`config.mk`:
```
export PLATFORM = sky130hd
export DESIGN_NAME = jr_credit_ring
export DESIGN_NICKNAME = d
export VERILOG_FILES = /design/src/rtl/jr_credit_pkg.sv /design/src/rtl/jr_ring_ctr.sv /design/src/rtl/jr_int_status.sv /design/src/rtl/jr_credit_ring.sv
export SDC_FILE = /design/constraint.sdc
export NUM_CORES = 1
export LEC_CHECK = 0
export BUFFER_PORTS_ARGS = -buffer_cell sky130_fd_sc_hd__buf_2
export CAP_MARGIN = 10
export CORE_ASPECT_RATIO = 1.25
export CORE_MARGIN = 2
export CORE_UTILIZATION = 45
export CTS_CLUSTER_DIAMETER = 80
export DETAILED_ROUTE_END_ITERATION = 12
export GPL_ROUTABILITY_DRIVEN = 0
export GPL_TIMING_DRIVEN = 0
export PLACE_DENSITY = 0.67
export SLEW_MARGIN = 40
export SYNTH_ARGS = -nofsm -noshare
export SYNTH_HDL_FRONTEND = slang
export SYNTH_SLANG_ARGS = --single-unit
```
`constraint.sdc`:
```
create_clock -name clk -period 8.86 [get_ports clk]
set_clock_uncertainty 0.2 [all_clocks]
set_input_delay 0 -clock clk [delete_from_list [all_inputs] [get_ports clk]]
set_output_delay 0 -clock clk [all_outputs]
set_load 0.05 [all_outputs]
```
`src/rtl/jr_credit_pkg.sv`:
```
package jr_credit_pkg;

  typedef enum logic [2:0] {
    SEL_IN_SIZE  = 3'd0,
    SEL_OUT_SIZE = 3'd1,
    SEL_ADD      = 3'd2,
    SEL_RMV      = 3'd3,
    SEL_CMD      = 3'd4,
    SEL_ICLR     = 3'd5,
    SEL_NONE6    = 3'd6,
    SEL_NONE7    = 3'd7
  } wsel_e;

  typedef enum logic [1:0] {
    HALT_IDLE = 2'd0,
    HALT_BUSY = 2'd1,
    HALT_DONE = 2'd2
  } halt_e;

  localparam logic [3:0] ETYPE_RESET   = 4'd7;
  localparam logic [3:0] ETYPE_RMV_OVF = 4'd8;
  localparam logic [3:0] ETYPE_ADD_OVF = 4'd9;

  // status word bit positions
  localparam int ST_INT_BIT  = 0;
  localparam int ST_ERR_BIT  = 1;
  localparam int ST_HALT_LO  = 2;
  localparam int ST_ETYPE_LO = 8;

endpackage

```
`src/rtl/jr_ring_ctr.sv`:
```
// One ring: a level lowered by software counts and raised by engine strobes,
// plus a wrapping slot index advanced by each accepted strobe.
module jr_ring_ctr #(
  parameter int IDX_W       = 10,
  parameter int DATA_W      = 32,
  parameter bit RST_TO_SIZE = 1'b1
) (
  input  logic              clk,
  input  logic              rst_n,
  input  logic [IDX_W-1:0]  size,
  input  logic              ring_rst,
  input  logic              halt_busy,
  input  logic              sw_we,
  input  logic [DATA_W-1:0] sw_cnt,
  input  logic              hw_stb,
  output logic [IDX_W-1:0]  level,
  output logic [IDX_W-1:0]  idx,
  output logic              hw_ok,
  output logic              sw_ovf
);

  localparam int PAD_W = DATA_W - IDX_W;

  function automatic logic [IDX_W-1:0] slot_next(input logic [IDX_W-1:0] cur,
                                                  input logic [IDX_W-1:0] lim);
    logic [IDX_W-1:0] nxt;
    nxt = cur + 1'b1;
    return (nxt == lim) ? '0 : nxt;
  endfunction

  function automatic logic [IDX_W-1:0] level_next(input logic [IDX_W-1:0] lvl,
                                                   input logic [IDX_W-1:0] take,
                                                   input logic             give);
    return lvl - take + {{(IDX_W-1){1'b0}}, give};
  endfunction

  logic             sw_req;
  logic [IDX_W-1:0] sw_take;
  logic [IDX_W-1:0] level_d;
  logic [IDX_W-1:0] level_rst;

  generate
    if (RST_TO_SIZE) begin : g_rst_full
      assign level_rst = size;
    end else begin : g_rst_empty
      assign level_rst = '0;
    end
  endgenerate

  assign hw_ok   = hw_stb && !ring_rst && !halt_busy && (level != size);
  assign sw_req  = sw_we && !ring_rst && !halt_busy;
  assign sw_ovf  = sw_req && (sw_cnt > {{PAD_W{1'b0}}, level});
  assign sw_take = (sw_req && !sw_ovf) ? sw_cnt[IDX_W-1:0] : '0;
  assign level_d = level_next(level, sw_take, hw_ok);

  always_ff @(posedge clk or negedge rst_n) begin
    if (!rst_n) begin
      level <= '0;
      idx   <= '0;
    end else if (ring_rst) begin
      level <= level_rst;
      idx   <= '0;
    end else begin
      level <= level_d;
      if (hw_ok) idx <= slot_next(idx, size);
    end
  end

endmodule

```
`src/rtl/jr_int_status.sv`:
```
// Interrupt, error type and halt tracking for the ring pair.
module jr_int_status
  import jr_credit_pkg::*;
#(
  parameter int DATA_W = 32
) (
  input  logic              clk,
  input  logic              rst_n,
  input  logic              ring_rst,
  input  logic              post_ok,
  input  logic              add_ovf,
  input  logic              rmv_ovf,
  input  logic              busy_rej,
  input  logic              clr_we,
  input  logic              clr_int,
  input  logic              clr_err,
  input  logic              clr_halt,
  output logic [DATA_W-1:0] stat,
  output logic              halt_busy,
  output logic              irq
);

  logic       int_q;
  logic       err_q;
  logic [3:0] etype_q;
  halt_e      halt_q;
  logic       err_set;
  logic [3:0] etype_new;

  function automatic logic [3:0] pick_etype(input logic a_ovf, input logic r_ovf);
    if (a_ovf)      return ETYPE_ADD_OVF;
    else if (r_ovf) return ETYPE_RMV_OVF;
    else            return ETYPE_RESET;
  endfunction

  assign err_set   = add_ovf || rmv_ovf || busy_rej;
  assign etype_new = pick_etype(add_ovf, rmv_ovf);
  assign halt_busy = (halt_q == HALT_BUSY);
  assign irq       = int_q || err_q;

  always_ff @(posedge clk or negedge rst_n) begin
    if (!rst_n) begin
      int_q   <= 1'b0;
      err_q   <= 1'b0;
      etype_q <= '0;
      halt_q  <= HALT_IDLE;
    end else begin
      if (post_ok)                     int_q <= 1'b1;
      else if (clr_we && clr_int)      int_q <= 1'b0;

      if (err_set) begin
        err_q   <= 1'b1;
        etype_q <= etype_new;
      end else if (clr_we && clr_err) begin
        err_q   <= 1'b0;
        etype_q <= '0;
      end

      if (ring_rst)                    halt_q <= HALT_BUSY;
      else if (halt_q == HALT_BUSY)    halt_q <= HALT_DONE;
      else if (halt_q == HALT_DONE && clr_we && clr_halt) halt_q <= HALT_IDLE;
    end
  end

  always_comb begin
    stat = '0;
    stat[ST_INT_BIT]                 = int_q;
    stat[ST_ERR_BIT]                 = err_q;
    stat[ST_HALT_LO +: 2]            = halt_q;
    stat[ST_ETYPE_LO +: 4]           = etype_q;
  end

endmodule

```
`src/rtl/jr_credit_ring.sv`:
```
// Top: write decode, ring sizes, two ring counters and the status block.
module jr_credit_ring
  import jr_credit_pkg::*;
#(
  parameter int IDX_W  = 10,
  parameter int DATA_W = 32
) (
  input  logic              clk,
  input  logic              rst_n,
  input  logic              wr_en,
  input  logic [2:0]        wr_sel,
  input  logic [DATA_W-1:0] wr_data,
  input  logic              fetch_stb,
  input  logic              post_stb,
  output logic [IDX_W-1:0]  in_room,
  output logic [IDX_W-1:0]  in_rd_idx,
  output logic [IDX_W-1:0]  out_full,
  output logic [IDX_W-1:0]  out_wr_idx,
  output logic [DATA_W-1:0] int_stat,
  output logic              irq
);

  wsel_e            sel;
  logic             add_we;
  logic             rmv_we;
  logic             clr_we;
  logic             ring_rst;
  logic             halt_busy;
  logic             busy_rej;
  logic             fetch_ok;
  logic             post_ok;
  logic             add_ovf;
  logic             rmv_ovf;
  logic [IDX_W-1:0] in_size_q;
  logic [IDX_W-1:0] out_size_q;

  assign sel      = wsel_e'(wr_sel);
  assign add_we   = wr_en && (sel == SEL_ADD);
  assign rmv_we   = wr_en && (sel == SEL_RMV);
  assign clr_we   = wr_en && (sel == SEL_ICLR);
  assign ring_rst = wr_en && (sel == SEL_CMD) && wr_data[0];
  assign busy_rej = (add_we || rmv_we) && halt_busy;

  always_ff @(posedge clk or negedge rst_n) begin
    if (!rst_n) begin
      in_size_q  <= '0;
      out_size_q <= '0;
    end else if (wr_en) begin
      if (sel == SEL_IN_SIZE)  in_size_q  <= wr_data[IDX_W-1:0];
      if (sel == SEL_OUT_SIZE) out_size_q <= wr_data[IDX_W-1:0];
    end
  end

  jr_ring_ctr #(.IDX_W(IDX_W), .DATA_W(DATA_W), .RST_TO_SIZE(1'b1)) in_ring_i (
    .clk(clk), .rst_n(rst_n), .size(in_size_q), .ring_rst(ring_rst),
    .halt_busy(halt_busy), .sw_we(add_we), .sw_cnt(wr_data), .hw_stb(fetch_stb),
    .level(in_room), .idx(in_rd_idx), .hw_ok(fetch_ok), .sw_ovf(add_ovf)
  );

  jr_ring_ctr #(.IDX_W(IDX_W), .DATA_W(DATA_W), .RST_TO_SIZE(1'b0)) out_ring_i (
    .clk(clk), .rst_n(rst_n), .size(out_size_q), .ring_rst(ring_rst),
    .halt_busy(halt_busy), .sw_we(rmv_we), .sw_cnt(wr_data), .hw_stb(post_stb),
    .level(out_full), .idx(out_wr_idx), .hw_ok(post_ok), .sw_ovf(rmv_ovf)
  );

  jr_int_status #(.DATA_W(DATA_W)) status_i (
    .clk(clk), .rst_n(rst_n), .ring_rst(ring_rst), .post_ok(post_ok),
    .add_ovf(add_ovf), .rmv_ovf(rmv_ovf), .busy_rej(busy_rej),
    .clr_we(clr_we), .clr_int(wr_data[0]), .clr_err(wr_data[1]), .clr_halt(wr_data[3]),
    .stat(int_stat), .halt_busy(halt_busy), .irq(irq)
  );

endmodule

```
## Word-level counts from Yosys, hierarchy flattened

Index checks and enable logic that the tools add are counted.

- RAM bits: 0
- Logic and storage cells: 90
- Bits in latches: 0
- Register bits: 68
- Bits of input ports: 40
- Memories kept: 0
- Output and inout bits: 73
- ROM bits: 0

- Add/sub/neg operators: 6
- Reductions and logical operators: 40
- Shift-type cells: 0
- Multiplexer cells: 21
- Magnitude comparators: 2
- Bitwise gates (word level): 0
- $mul: 0
- Divide/modulo/power cells: 0
- Equality and inequality tests: 11

Operators by type and width:

| operator | number |
|---|---|
| 10-bit two-way mux | 10 |
| 32-bit by 10-bit greater-than comparator with 1-bit output | 2 |
| 1-bit logical AND | 24 |
| 10-bit by 1-bit adder with 10-bit output | 2 |
| 10-bit by 1-bit adder with 10-bit output (second input constant) | 2 |
| 10-bit equality test | 2 |
| 10-bit != test | 2 |
| 10-bit subtractor | 2 |
| 4-bit two-way mux | 4 |
| 2-bit nonzero test | 4 |
| 3-bit by 2-bit equality test with 1-bit output (second input constant) | 2 |
| 3-bit equality test (second input constant) | 2 |
| 2-bit two-way mux | 3 |
| 1-bit zero test | 4 |
| 1-bit logical OR | 4 |
| 1-bit two-way mux | 4 |
| 2-bit AND reduction | 2 |
| 3-bit by 1-bit equality test with 1-bit output (second input constant) | 1 |
| 3-bit zero test | 1 |
| 3-bit nonzero test | 1 |
| 2-bit by 1-bit equality test with 1-bit output (second input constant) | 1 |
| 2-bit equality test (second input constant) | 1 |

## Logic depth before layout (Yosys ltp)

- Depth after elaboration: 13
- Depth in mapped cells: 20
- Depth with buffers taken out: 20

## Modules after synthesis

Synthesis repeated with hierarchy kept, for this count alone.

- Cells, all modules: 651
- Area, all modules: 5901.9 µm²

By module, submodules not included:

| module | cells an instance | area each (µm²) | seq. area each (µm²) | times used |
|---|---|---|---|---|
| jr_ring_ctr (in_ring_i) | 289 | 2352.3 | 500.5 | 1 |
| jr_ring_ctr (out_ring_i) | 259 | 2190.9 | 500.5 | 1 |
| jr_credit_ring | 51 | 860.8 | 500.5 | 1 |
| jr_int_status | 52 | 498.0 | 175.2 | 1 |

## Worst setup path before layout

OpenSTA, ideal clock, no wires.

- Path type: register -> register
- From: register out_ring_i.level[5]
- To: register out_ring_i.level[9]
- Data arrival time: 4.088 ns
- Cell stages (with the launch flop): 18
- Library setup time: 0.128 ns
- Slack: 4.444 ns
- Data required time: 8.532 ns
- Period minus slack after synthesis: 4.416 ns
- Path buffers: 0
- Cell sequence: dfrtp_1 inv_1 ha_1 a21o_1 a21o_1 a211oi_1 o21ai_1 nor2_1 nand2_1 ha_1 ha_1 a21o_1 a21o_1 a311oi_1 o21bai_1 a21oi_1 nor2_1 mux2_1

- Longest elaborated chain between the ends: 8
- Elaborated cells on any way between the ends: 10
- Those cells by class: add/sub: 2; order compare: 1; eq/ne: 1; mux: 2; reduce/logical: 4

RTL lines:

| item | line | RTL |
|---|---|---|
| from (decl) | jr_ring_ctr.sv:16 | `output logic [IDX_W-1:0] level,` |
| from (signal assigned) | jr_ring_ctr.sv:61 | `level <= level_rst;` |
| from (signal assigned) | jr_ring_ctr.sv:64 | `level <= level_d;` |
| 32-bit by 10-bit greater-than comparator with 1-bit output | jr_ring_ctr.sv:52 | `assign sw_ovf = sw_req && (sw_cnt > {{PAD_W{1'b0}}, level});` |
| 1-bit logical AND | jr_ring_ctr.sv:52 |  |
| 1-bit zero test | jr_ring_ctr.sv:53 | `assign sw_take = (sw_req && !sw_ovf) ? sw_cnt[IDX_W-1:0] : '0;` |
| 1-bit logical AND | jr_ring_ctr.sv:53 |  |
| 10-bit two-way mux | jr_ring_ctr.sv:53 |  |
| 10-bit subtractor | jr_ring_ctr.sv:34 | `return lvl - take + {{(IDX_W-1){1'b0}}, give};` |
| 10-bit by 1-bit adder with 10-bit output * | jr_ring_ctr.sv:34 |  |
| 10-bit two-way mux * | jr_ring_ctr.sv:60 | `end else if (ring_rst) begin` |

Every way passes the cells marked *; elsewhere a longest branch is shown, timed or not.
A chain may end at the register's enable or synchronous reset.

## Worst setup path in the final report

- From: input wr_data[20]
- To: register in_ring_i.level[9]

- Longest elaborated chain between the ends: 8

RTL lines:

| item | line | RTL |
|---|---|---|
| from (decl) | jr_credit_ring.sv:12 | `input logic [DATA_W-1:0] wr_data,` |
| 32-bit by 10-bit greater-than comparator with 1-bit output | jr_ring_ctr.sv:52 |  |
| 1-bit logical AND | jr_ring_ctr.sv:52 |  |
| 1-bit zero test | jr_ring_ctr.sv:53 |  |
| 1-bit logical AND | jr_ring_ctr.sv:53 |  |
| 10-bit two-way mux | jr_ring_ctr.sv:53 |  |
| 10-bit subtractor | jr_ring_ctr.sv:34 |  |
| 10-bit by 1-bit adder with 10-bit output | jr_ring_ctr.sv:34 |  |
| 10-bit two-way mux | jr_ring_ctr.sv:60 |  |
| to (signal assigned) | jr_ring_ctr.sv:61 |  |
| to (signal assigned) | jr_ring_ctr.sv:64 |  |
| to (decl) | jr_ring_ctr.sv:16 |  |

No other way between the ends.

==> impl_metrics.yaml <==
place:
  portBuffers: 88
  hpwl_mm: 11.4
  dp_cells: 892
yosys:
  yosysSeqAreaShare: 0.298
  synth_top_area_frac: 0.298
  synthDistinctLibCells: 74
  yosysMostFrequentCell: "dfrtp_1"
  synthFlopType: "dfrtp_1"
  synth-edff-count: 0
  avgSynthCellArea_um2: 9.14
  yosys-top-cells-count: "dfrtp_1, ha_1, nand2_1"
  yosys-top-cells-area: "dfrtp_1, ha_1, xnor2_1"
  ys_seq_elements: 67
  async_flop_share: 1.00
  netlist_instances: 616
  ys_warn_count: 0
  syn-cell-area_um2: 5630
  synth.largest_area_cell: "dfrtp_1"
drt:
  drc: 0
  vias: 5070
  drt-total-wl_mm: 15.1
  viasPerCell: 5.45
  wire_per_inst_um: 16.2
  drtAntennaViolNets: 0
  drt_first_pass_iters: 4
  drtIter0Drc: 233
floorplanning:
  ios: 113
  initial_core_util: 0.463
  die-area_um2: 13400
  die_y_um: 129
  die_w_um: 104
  fp-row-count: 45
  core_area_um2: 12200
global_route:
  grt_usage: 0.230
  grt-ovfl-total: 0
  grt_pass1_wl_mm: 24.6
  antenna_found_initial: 0
  grt_start_max_net_pins: 52
  grt_pass1_vias: 5068
critical_path:
  cp.required_ps: 8930
  endpoint_kind: "register"
  worstPathArrival_ps: 5060
  worstPathCellList: "dlygate4sd3_1 -> buf_2 -> nor4_2 -> dlygate4sd3_1 -> nand2_1 -> nor2_1 -> nand2_1 -> ha_1 -> ha_1 -> a211oi_1 -> o211ai_1 -> a31o_2 -> a21oi_1 -> nor3_1 -> a221oi_1 -> and3_1"
  crit_slowest_cell: "dlygate4sd3_1"
  path_class: "input port to register"
  cp_max_fo: 8
  slowest_delay_ps: 650
  worstSetupStartpointType: "input port"
clock_network:
  tritoncts.num_buffers: 9
  clockBufferDepth: 2
  root_buffer: "clkbuf_16"
  path_clk_slew_ps: 60
  cts_tree: "built"
  h-tree-depth: 3
  cts.sinks: 67
  cts_setup_buffers: 0
  postCtsHoldBufs: 22
  cts_resized: 0
  worstSkewPairLatency_ps: 340
sta:
  setup_viol: 0
  min_period_ps: 4990
  fin_crit_sh: 0.563
  tightest_slew_ps: 683
  fin_setup_tns_ps: 0
  report.final.slew_viol_count: 0
  hold_viol: 0
  timing.fmax_mhz: 201
  rsz0062_at_grt: "false"
  relSlewSlack: 0.545
power_and_ir_drop:
  ir_worst_vdd_uv: 193
  power_density_nw_per_um2: 343
  leakage_uw: 0.00333
cells_and_area:
  fin_cells: 930
  syn2layout_area_growth_pct: 24.0
  nets: 861
  drive_above_1_share: 0.240
  diodes: 0
outcome:
  status: "complete, no violations"
hold_path:
  min_path_type: "input port to register"
flow_run:
  drv_cap: 0
-- power by group --
part | internal, uW | leakage [uW] | total [uW] | switching, uW
registers | 405 | 0.000824 | 543 | 138
clock network | 298 | 0.000179 | 439 | 142
logic | 565 | 0.00232 | 1410 | 846
total | 1270 | 0.00333 | 2390 | 1130
-- path summary, 6_finish.rpt --
kind | to | cells after the start | from | slack (ps)
min in group asynchronous | status_i.int_q | 4 | rst_n | 570
worst min-delay path | in_ring_i.idx[2] | 5 | fetch_stb | 20
max in group asynchronous | in_ring_i.level[0] | 4 | rst_n | 7550
worst min register to register | status_i.halt_q[0] | 2 | status_i.halt_q[0] | 320
worst max-delay path | in_ring_i.level[9] | 16 | wr_data[20] | 3870
worst max register to register | in_ring_i.level[9] | 17 | in_ring_i.level[9] | 3900
-- cell usage in the layout, fill, tap and decap left out, types with 18 or more instances in the layout --
cell type      Yosys  routed
a21oi_1           33      33
xnor2_1           32      32
nand2_1           58      58
dlygate4sd3_1      0      21
dfrtp_1           67      67
buf_4             29      29
nor2_1            39      39
o21ai_0           18      18
ha_1              58      58
inv_1             34      34
xor2_1            26      26
conb_1             1      24
mux2_2            21      21
buf_2              5      93
-- metrics by stage --
stage,total power (uW),util,setup WS (ps),hold slack [ps],area (um^2)
5_1_grt,2580,0.574,3400,27.7,6980
2_1_floorplan,1630,-,4440,-496,5720
6_report,2390,0.574,3870,25.0,6980
3_5_place_dp,1940,0.526,4000,-350,6400
3_3_place_gp,1880,0.523,4130,148,6360
4_1_cts,2390,0.574,3990,2.28,6980
-- worst max-delay path: cells and delay by family --
kind | cells | cell delay (ps)
AND/OR/NAND/NOR | 6 | 1640
AO/OA/AOI/OAI | 5 | 1480
buffers and inverters | 3 | 1310
adder cells (fa/ha/maj) | 2 | 620
-- registers in the layout (all words and copies together), names as in the netlist --
name	flops
out_ring_i.level	10
status_i.etype_q	3
status_i.int_q	1
in_ring_i.idx	10
in_ring_i.level	10
status_i.halt_q	2
in_size_q	10
out_ring_i.idx	10
status_i.err_q	1
out_size_q	10
-- kinds of logic after synthesis --
group,count (synthesis),synth area share
DFF,67,0.298
and+or+nand+nor,194,0.176
other,1,0.000666
adders and majority gates,60,0.136
buffers and inverters,80,0.0778
AOI/OAI and AO/OA,127,0.164
muxes,28,0.0547
xor gates and xnor gates,59,0.0931
-- routing by layer --
layer  up-vias  share of wire  global-route usage
li1       2436              -                   -
met1      2431           0.42               0.271
met2       149           0.49               0.404
met3        54          0.049              0.0407
met4         0          0.045               0.122
met5         -              0                   0
-- final cells by class --
cell class | count | area, um^2
plain buffers | 43 | 299
clock buffers | 12 | 267
clock inverters | 4 | 95.1
fillers | 1131 | 5180
inverters | 37 | 139
multi-input cells | 492 | 3610
flip-flops and latches | 67 | 1680
well taps | 164 | 205
repair buffers | 111 | 689
No activity file was read; power rests on OpenSTA's default activity.
